`src/rtl/mac_pkg.sv`:
```
package mac_pkg;
  typedef enum logic {
    MODE_LONG = 1'b0,
    MODE_WORD = 1'b1
  } mac_mode_e;
endpackage

```
`src/rtl/mac_product.sv`:
```
module mac_product
  import mac_pkg::*;
#(
  parameter int WORD_W   = 32,
  parameter int NARROW_W = 16
) (
  input  mac_mode_e             mode,
  input  logic [WORD_W-1:0]     opnd_a,
  input  logic [WORD_W-1:0]     opnd_b,
  output logic [2*WORD_W-1:0]   prod
);
  localparam int PW = 2 * WORD_W;

  logic signed [PW-1:0] a_ext;
  logic signed [PW-1:0] b_ext;

  // sign-extend the selected slice of each operand to full product width
  always_comb begin
    if (mode == MODE_WORD) begin
      a_ext = {{(PW-NARROW_W){opnd_a[NARROW_W-1]}}, opnd_a[NARROW_W-1:0]};
      b_ext = {{(PW-NARROW_W){opnd_b[NARROW_W-1]}}, opnd_b[NARROW_W-1:0]};
    end else begin
      a_ext = {{WORD_W{opnd_a[WORD_W-1]}}, opnd_a};
      b_ext = {{WORD_W{opnd_b[WORD_W-1]}}, opnd_b};
    end
  end

  assign prod = a_ext * b_ext;
endmodule

```
`src/rtl/mac_saturate.sv`:
```
module mac_saturate
  import mac_pkg::*;
#(
  parameter int WORD_W = 32
) (
  input  mac_mode_e           mode,
  input  logic                sat_en,
  input  logic [2*WORD_W-1:0] sum,
  output logic [WORD_W-1:0]   hi_out,
  output logic [WORD_W-1:0]   lo_out
);
  localparam int PW   = 2 * WORD_W;
  localparam int HALF = WORD_W / 2;
  localparam int KEEP = HALF - 1;

  logic in_range;
  logic neg;

  assign neg      = sum[PW-1];
  // the sum fits the signed word when its top bits down to the word sign all agree
  assign in_range = (&sum[PW-1:WORD_W-1]) | ~(|sum[PW-1:WORD_W-1]);

  always_comb begin
    hi_out = sum[PW-1:WORD_W];
    lo_out = sum[WORD_W-1:0];
    if (sat_en) begin
      if (mode == MODE_LONG) begin
        if (neg) hi_out[WORD_W-1:HALF] = '1;
        else     hi_out[WORD_W-1:KEEP] = '0;
      end else if (!in_range) begin
        hi_out = WORD_W'(1);
        lo_out = neg ? {1'b1, {(WORD_W-1){1'b0}}} : {1'b0, {(WORD_W-1){1'b1}}};
      end
    end
  end
endmodule

```
`src/rtl/mac_pair_acc.sv`:
```
module mac_pair_acc
  import mac_pkg::*;
#(
  parameter int WORD_W   = 32,
  parameter int NARROW_W = 16
) (
  input  logic              clk,
  input  logic              rst_n,
  input  logic              op_valid,
  input  logic              op_word,
  input  logic              sat_en,
  input  logic              clr,
  input  logic [WORD_W-1:0] opnd_a,
  input  logic [WORD_W-1:0] opnd_b,
  input  logic              hi_we,
  input  logic [WORD_W-1:0] hi_wdata,
  input  logic              lo_we,
  input  logic [WORD_W-1:0] lo_wdata,
  output logic [WORD_W-1:0] hi_rdata,
  output logic [WORD_W-1:0] lo_rdata
);
  localparam int PW   = 2 * WORD_W;
  localparam int HALF = WORD_W / 2;
  localparam int KEEP = HALF - 1;

  // reset: asserted asynchronously, released after two clock edges
  logic [1:0] rst_sync_q;
  logic       rst_int_n;

  always_ff @(posedge clk or negedge rst_n) begin
    if (!rst_n) rst_sync_q <= 2'b00;
    else        rst_sync_q <= {rst_sync_q[0], 1'b1};
  end
  assign rst_int_n = rst_sync_q[1];

  mac_mode_e           mode;
  logic [PW-1:0]       prod;
  logic [PW-1:0]       sum;
  logic [WORD_W-1:0]   sat_hi, sat_lo;
  logic [WORD_W-1:0]   hi_q, lo_q, hi_d, lo_d;
  logic                acc_en;

  assign mode = op_word ? MODE_WORD : MODE_LONG;

  mac_product #(.WORD_W(WORD_W), .NARROW_W(NARROW_W)) u_prod (
    .mode   (mode),
    .opnd_a (opnd_a),
    .opnd_b (opnd_b),
    .prod   (prod)
  );

  assign sum = {hi_q, lo_q} + prod;

  mac_saturate #(.WORD_W(WORD_W)) u_sat (
    .mode   (mode),
    .sat_en (sat_en),
    .sum    (sum),
    .hi_out (sat_hi),
    .lo_out (sat_lo)
  );

  // next state: clear, then direct write, then strobe result
  always_comb begin
    hi_d = hi_q;
    lo_d = lo_q;
    if (clr) begin
      hi_d = '0;
      lo_d = '0;
    end else begin
      if (op_valid) begin
        hi_d = sat_hi;
        lo_d = sat_lo;
      end
      if (hi_we) hi_d = hi_wdata;
      if (lo_we) lo_d = lo_wdata;
    end
  end

  assign acc_en = clr | op_valid | hi_we | lo_we;

  always_ff @(posedge clk or negedge rst_int_n) begin
    if (!rst_int_n) begin
      hi_q <= '0;
      lo_q <= '0;
    end else if (acc_en) begin
      hi_q <= hi_d;
      lo_q <= lo_d;
    end
  end

  assign hi_rdata = hi_q;
  assign lo_rdata = lo_q;

  // clear wins over everything in its cycle
  a_r8_clear_zeroes: assert property (@(posedge clk) disable iff (!rst_int_n)
    clr |=> (hi_q == '0) && (lo_q == '0));

  // a direct write lands in its half
  a_r9_hi_write: assert property (@(posedge clk) disable iff (!rst_int_n)
    (hi_we && !clr) |=> hi_q == $past(hi_wdata));

  a_r9_lo_write: assert property (@(posedge clk) disable iff (!rst_int_n)
    (lo_we && !clr) |=> lo_q == $past(lo_wdata));

  // idle cycles keep the pair
  a_r10_hold_idle: assert property (@(posedge clk) disable iff (!rst_int_n)
    (!clr && !op_valid && !hi_we && !lo_we) |=> $stable(hi_q) && $stable(lo_q));

  // long-mode saturation leaves the upper word sign-filled or masked
  a_r4_long_sat_shape: assert property (@(posedge clk) disable iff (!rst_int_n)
    (op_valid && !op_word && sat_en && !clr && !hi_we)
      |=> (&hi_q[WORD_W-1:HALF]) || (hi_q[WORD_W-1:KEEP] == '0));

  // word-mode saturation leaves a 32-bit value or the overflow marker
  a_r7_word_sat_shape: assert property (@(posedge clk) disable iff (!rst_int_n)
    (op_valid && op_word && sat_en && !clr && !hi_we && !lo_we)
      |=> (hi_q == '0 && !lo_q[WORD_W-1]) || (&hi_q && lo_q[WORD_W-1])
          || (hi_q == WORD_W'(1)));
endmodule

```
`config.mk`:
```
export PLATFORM = sky130hd
export DESIGN_NAME = mac_pair_acc
export DESIGN_NICKNAME = d
export VERILOG_FILES = /design/src/rtl/mac_pkg.sv /design/src/rtl/mac_product.sv /design/src/rtl/mac_saturate.sv /design/src/rtl/mac_pair_acc.sv
export SDC_FILE = /design/constraint.sdc
export NUM_CORES = 2
export LEC_CHECK = 0
export BUFFER_PORTS_ARGS = -buffer_cell sky130_fd_sc_hd__buf_4
export CORE_ASPECT_RATIO = 0.75
export CORE_MARGIN = 4
export CORE_UTILIZATION = 25
export DETAILED_ROUTE_END_ITERATION = 8
export PLACE_DENSITY = 0.36
export SKIP_CTS_REPAIR_TIMING = 1
export SLEW_MARGIN = 20
export SYNTH_ARGS = -nofsm -noshare
export SYNTH_HDL_FRONTEND = slang
export SYNTH_HIERARCHICAL = 1
export SYNTH_SLANG_ARGS = --single-unit
```
`constraint.sdc`:
```
create_clock -name clk -period 2.63 [get_ports clk]
set_clock_uncertainty 0.15 [all_clocks]
set_input_delay 0.526 -clock clk [delete_from_list [all_inputs] [get_ports clk]]
set_output_delay 0.526 -clock clk [all_outputs]
set_load 0.01 [all_outputs]
```
==> impl_metrics.py <==
metrics = {
    "job": {
        "drv_cap": 0,
    },
    "finish": {
        "drive_gt1_frac": 0.2473,
        "area_growth_pct": 29.23,
        "fillCellCount": 22560,
        "fin_area_mm2": 0.06989,
        "instances_no_fill": 9975,
        "fin_nets": 9037,
    },
    "cts": {
        "clk_pin_slew_ps": 60,
        "cts-root-buf": "clkbuf_16",
        "clock-sinks": 66,
        "insertion_delay_ps": 380,
        "cts_buffers": 9,
        "cts_buffer_depth": 2,
        "cts_htree_levels": 3,
        "cts_tree": "built",
    },
    "logic_synthesis": {
        "ys_warn_count": 6,
        "ys_ff_latch": 66,
        "async_reset_ff_frac": 1.000,
        "ys_types": 100,
        "syn_avg_cell_area_um2": 9.069,
        "synthCells": 5963,
        "synth-edff-count": 0,
        "syn_area_mm2": 0.05408,
        "ys_seq_area_frac": 0.03054,
        "synthesis.nets": 7863,
        "synth-main-ff-cell": "dfrtp_1",
    },
    "timing": {
        "fin_ws_ps": -9916,
        "finalSetupTns_ps": -628010,
        "final_hold_viol_count": 0,
        "grt_setup_unrepaired": "yes",
        "fmax_mhz": 79.70,
        "finalSetupViolCount": 64,
        "fin_crit_sh": 4.770,
        "slew_violations": 0,
        "slew_headroom": 0.4969,
        "fin_crit_ps": 12550,
        "worstMarginPinSlew_ps": 749.6,
    },
    "grt": {
        "grt_pass1_vias": 46790,
        "grt_usage": 0.1966,
        "grt_pass1_wl_um": 324100,
        "grt_start_max_net_pins": 65,
        "grt_overflow": 0,
        "antenna_found_initial": 13,
    },
    "route": {
        "drt_iter0_markers": 2577,
        "first_pass_iters": 5,
        "vias": 43160,
        "vias_per_cell": 4.327,
        "wl_per_cell_um": 21.86,
        "drc": 0,
        "final_antenna_net_count": 0,
        "postRouteWirelength_um": 218100,
    },
    "floorplanning": {
        "die_w_um": 545.1,
        "die-area_mm2": 0.2239,
        "initial_core_util": 0.2520,
        "std_cell_rows": 147,
        "core_area_mm2": 0.2146,
        "die_y_um": 410.8,
        "io_pins": 200,
    },
    "placement": {
        "dp_cells": 9893,
        "dpl_worst_slack_ps": -11190,
        "place_congestion": 0.8827,
        "hpwl_um": 195500,
        "port-buffer-count": 199,
        "placed_area_mm2": 0.06772,
    },
    "critical_path": {
        "crit_slowest_cell": "fa_2",
        "setup.worst_path.start_class": "primary input",
        "cp_data_required_time_ps": 2780,
        "rr_endpoint": "lo_rdata[17]",
        "r2r_slack_ps": -2640,
        "max_stage_delay_ps": 620,
        "endpoint_kind": "flip-flop",
        "critPathMostFrequentCell": "fa_1",
        "rr_startpoint": "lo_rdata[0]",
        "path_class": "primary input to flip-flop",
        "crit_fanout": 9,
        "rr_worst_depth": 24,
        "crit_arrival_ps": 12690,
    },
    "status": {
        "status": "finished with violations",
        "violations": "negative setup slack",
    },
    "worst_hold_path": {
        "hp-class": "flip-flop to asynchronous set/reset pin",
    },
}
-- worst max-delay path, delay by kind of cell --
kind	cells	cell delay (ps)
adders and majority gates	12	5470
AOI/OAI and AO/OA	16	2960
and+or+nand+nor	10	1980
buffers and inverters	13	1520
xor gates and xnor gates	1	90
muxes	1	90
-- cell usage after synthesis, types with 42 or more instances --
library cell	n	area share
ha_1	392	0.091
nor2b_1	66	0.0076
xor2_1	42	0.0068
mux2i_1	66	0.012
and2_1	375	0.043
a21o_1	86	0.012
o21ai_0	86	0.0080
inv_1	1530	0.11
a21oi_1	235	0.022
dfrtp_1	66	0.031
xnor2_1	125	0.020
nand2_1	556	0.039
clkbuf_1	237	0.016
fa_1	1372	0.51
nor2_1	333	0.023
-- layout by cell type, fill, tap and decap left out, types with 8 or more instances in the layout --
cell type and count:
inv_1 1508, buf_4 1339, fa_1 1323, nand2_1 548, ha_1 374, and2_1 364
nor2_1 331, a21oi_1 198, xnor2_1 119, a21o_1 73, mux2i_1 66, dfrtp_1 65
nor2b_1 64, buf_12 59, fa_2 49, o21ai_0 44, xor2_1 41, nand4_1 40
o21ai_1 35, a21oi_2 31, o21ai_2 29, nand3_1 25, o21bai_1 21, inv_2 21
buf_6 21, clkbuf_16 19, o22ai_2 16, o21a_1 15, and2_4 14, nand2b_1 13
ha_4 13, and3_1 12, a21o_4 12, a31oi_1 11, nor3b_2 11, a21oi_4 10
nor3_1 9, o211ai_1 8, a211oi_2 8
-- stage by stage --
stage / hold slack, ps / util
5_1_grt: 148.0 / 0.3256
4_1_cts: -245.8 / 0.3169
3_5_place_dp: 128.0 / 0.3155
6_report: 100.4 / 0.3256
3_3_place_gp: 124.8 / 0.3155
2_1_floorplan: 80.41 / -
-- worst max path at each step --
stage,start,to,slack (ps),cells past startpoint
final,op_word,lo_rdata[23],-9920,53
after CTS,op_word,hi_rdata[1],-10880,50
after floorplan,op_word,hi_rdata[0],-9240,50
after global placement,op_word,lo_rdata[9],-11180,48
after detailed placement,op_word,hi_rdata[1],-11190,50
after global routing,op_word,lo_rdata[19],-10360,52
-- final cells by class --
type                       count  area (um^2)  share of cell area
multi-input combinational   4096        46840              0.6701
timing repair buffer        1433        11790              0.1687
inverter                    1531         5762             0.08244
tap                         2831         3542             0.05068
sequential                    66         1653             0.02365
clock buffer                  10        239.0            0.003419
clock inverter                 6        65.06           0.0009309
antenna                        2        5.005          0.00007161
-- logic make-up after synthesis --
| kind of cell | Yosys count | synth area share |
|---|---|---|
| AND/OR/NAND/NOR | 1507 | 0.1346 |
| flip-flops | 66 | 0.03054 |
| multiplexers | 67 | 0.01242 |
| other | 1 | 0.00006934 |
| buffers and inverters | 1804 | 0.1264 |
| adder cells (fa/ha/maj) | 1765 | 0.5988 |
| XOR/XNOR | 167 | 0.02705 |
| AO/OA/AOI/OAI | 586 | 0.07017 |
-- state kept, by name (all words and copies together) (netlist names) --
register	flops
rst_sync_q	2
lo_rdata	32
hi_rdata	32
-- metal layers --
| layer | global-route usage | vias to the layer above | share of wire | wire (um) |
|---|---|---|---|---|
| met5 | 0 | - | 0 | 0 |
| met4 | 0.01647 | 0 | 0.0074 | 1605 |
| met2 | 0.2442 | 1105 | 0.36 | 78890 |
| met3 | 0.06586 | 55 | 0.094 | 20530 |
| li1 | - | 19970 | - | - |
| met1 | 0.3262 | 22030 | 0.54 | 117000 |
Power is not shown: default switching activity piles up to over one toggle a cycle in this logic, so the estimate is an artifact.
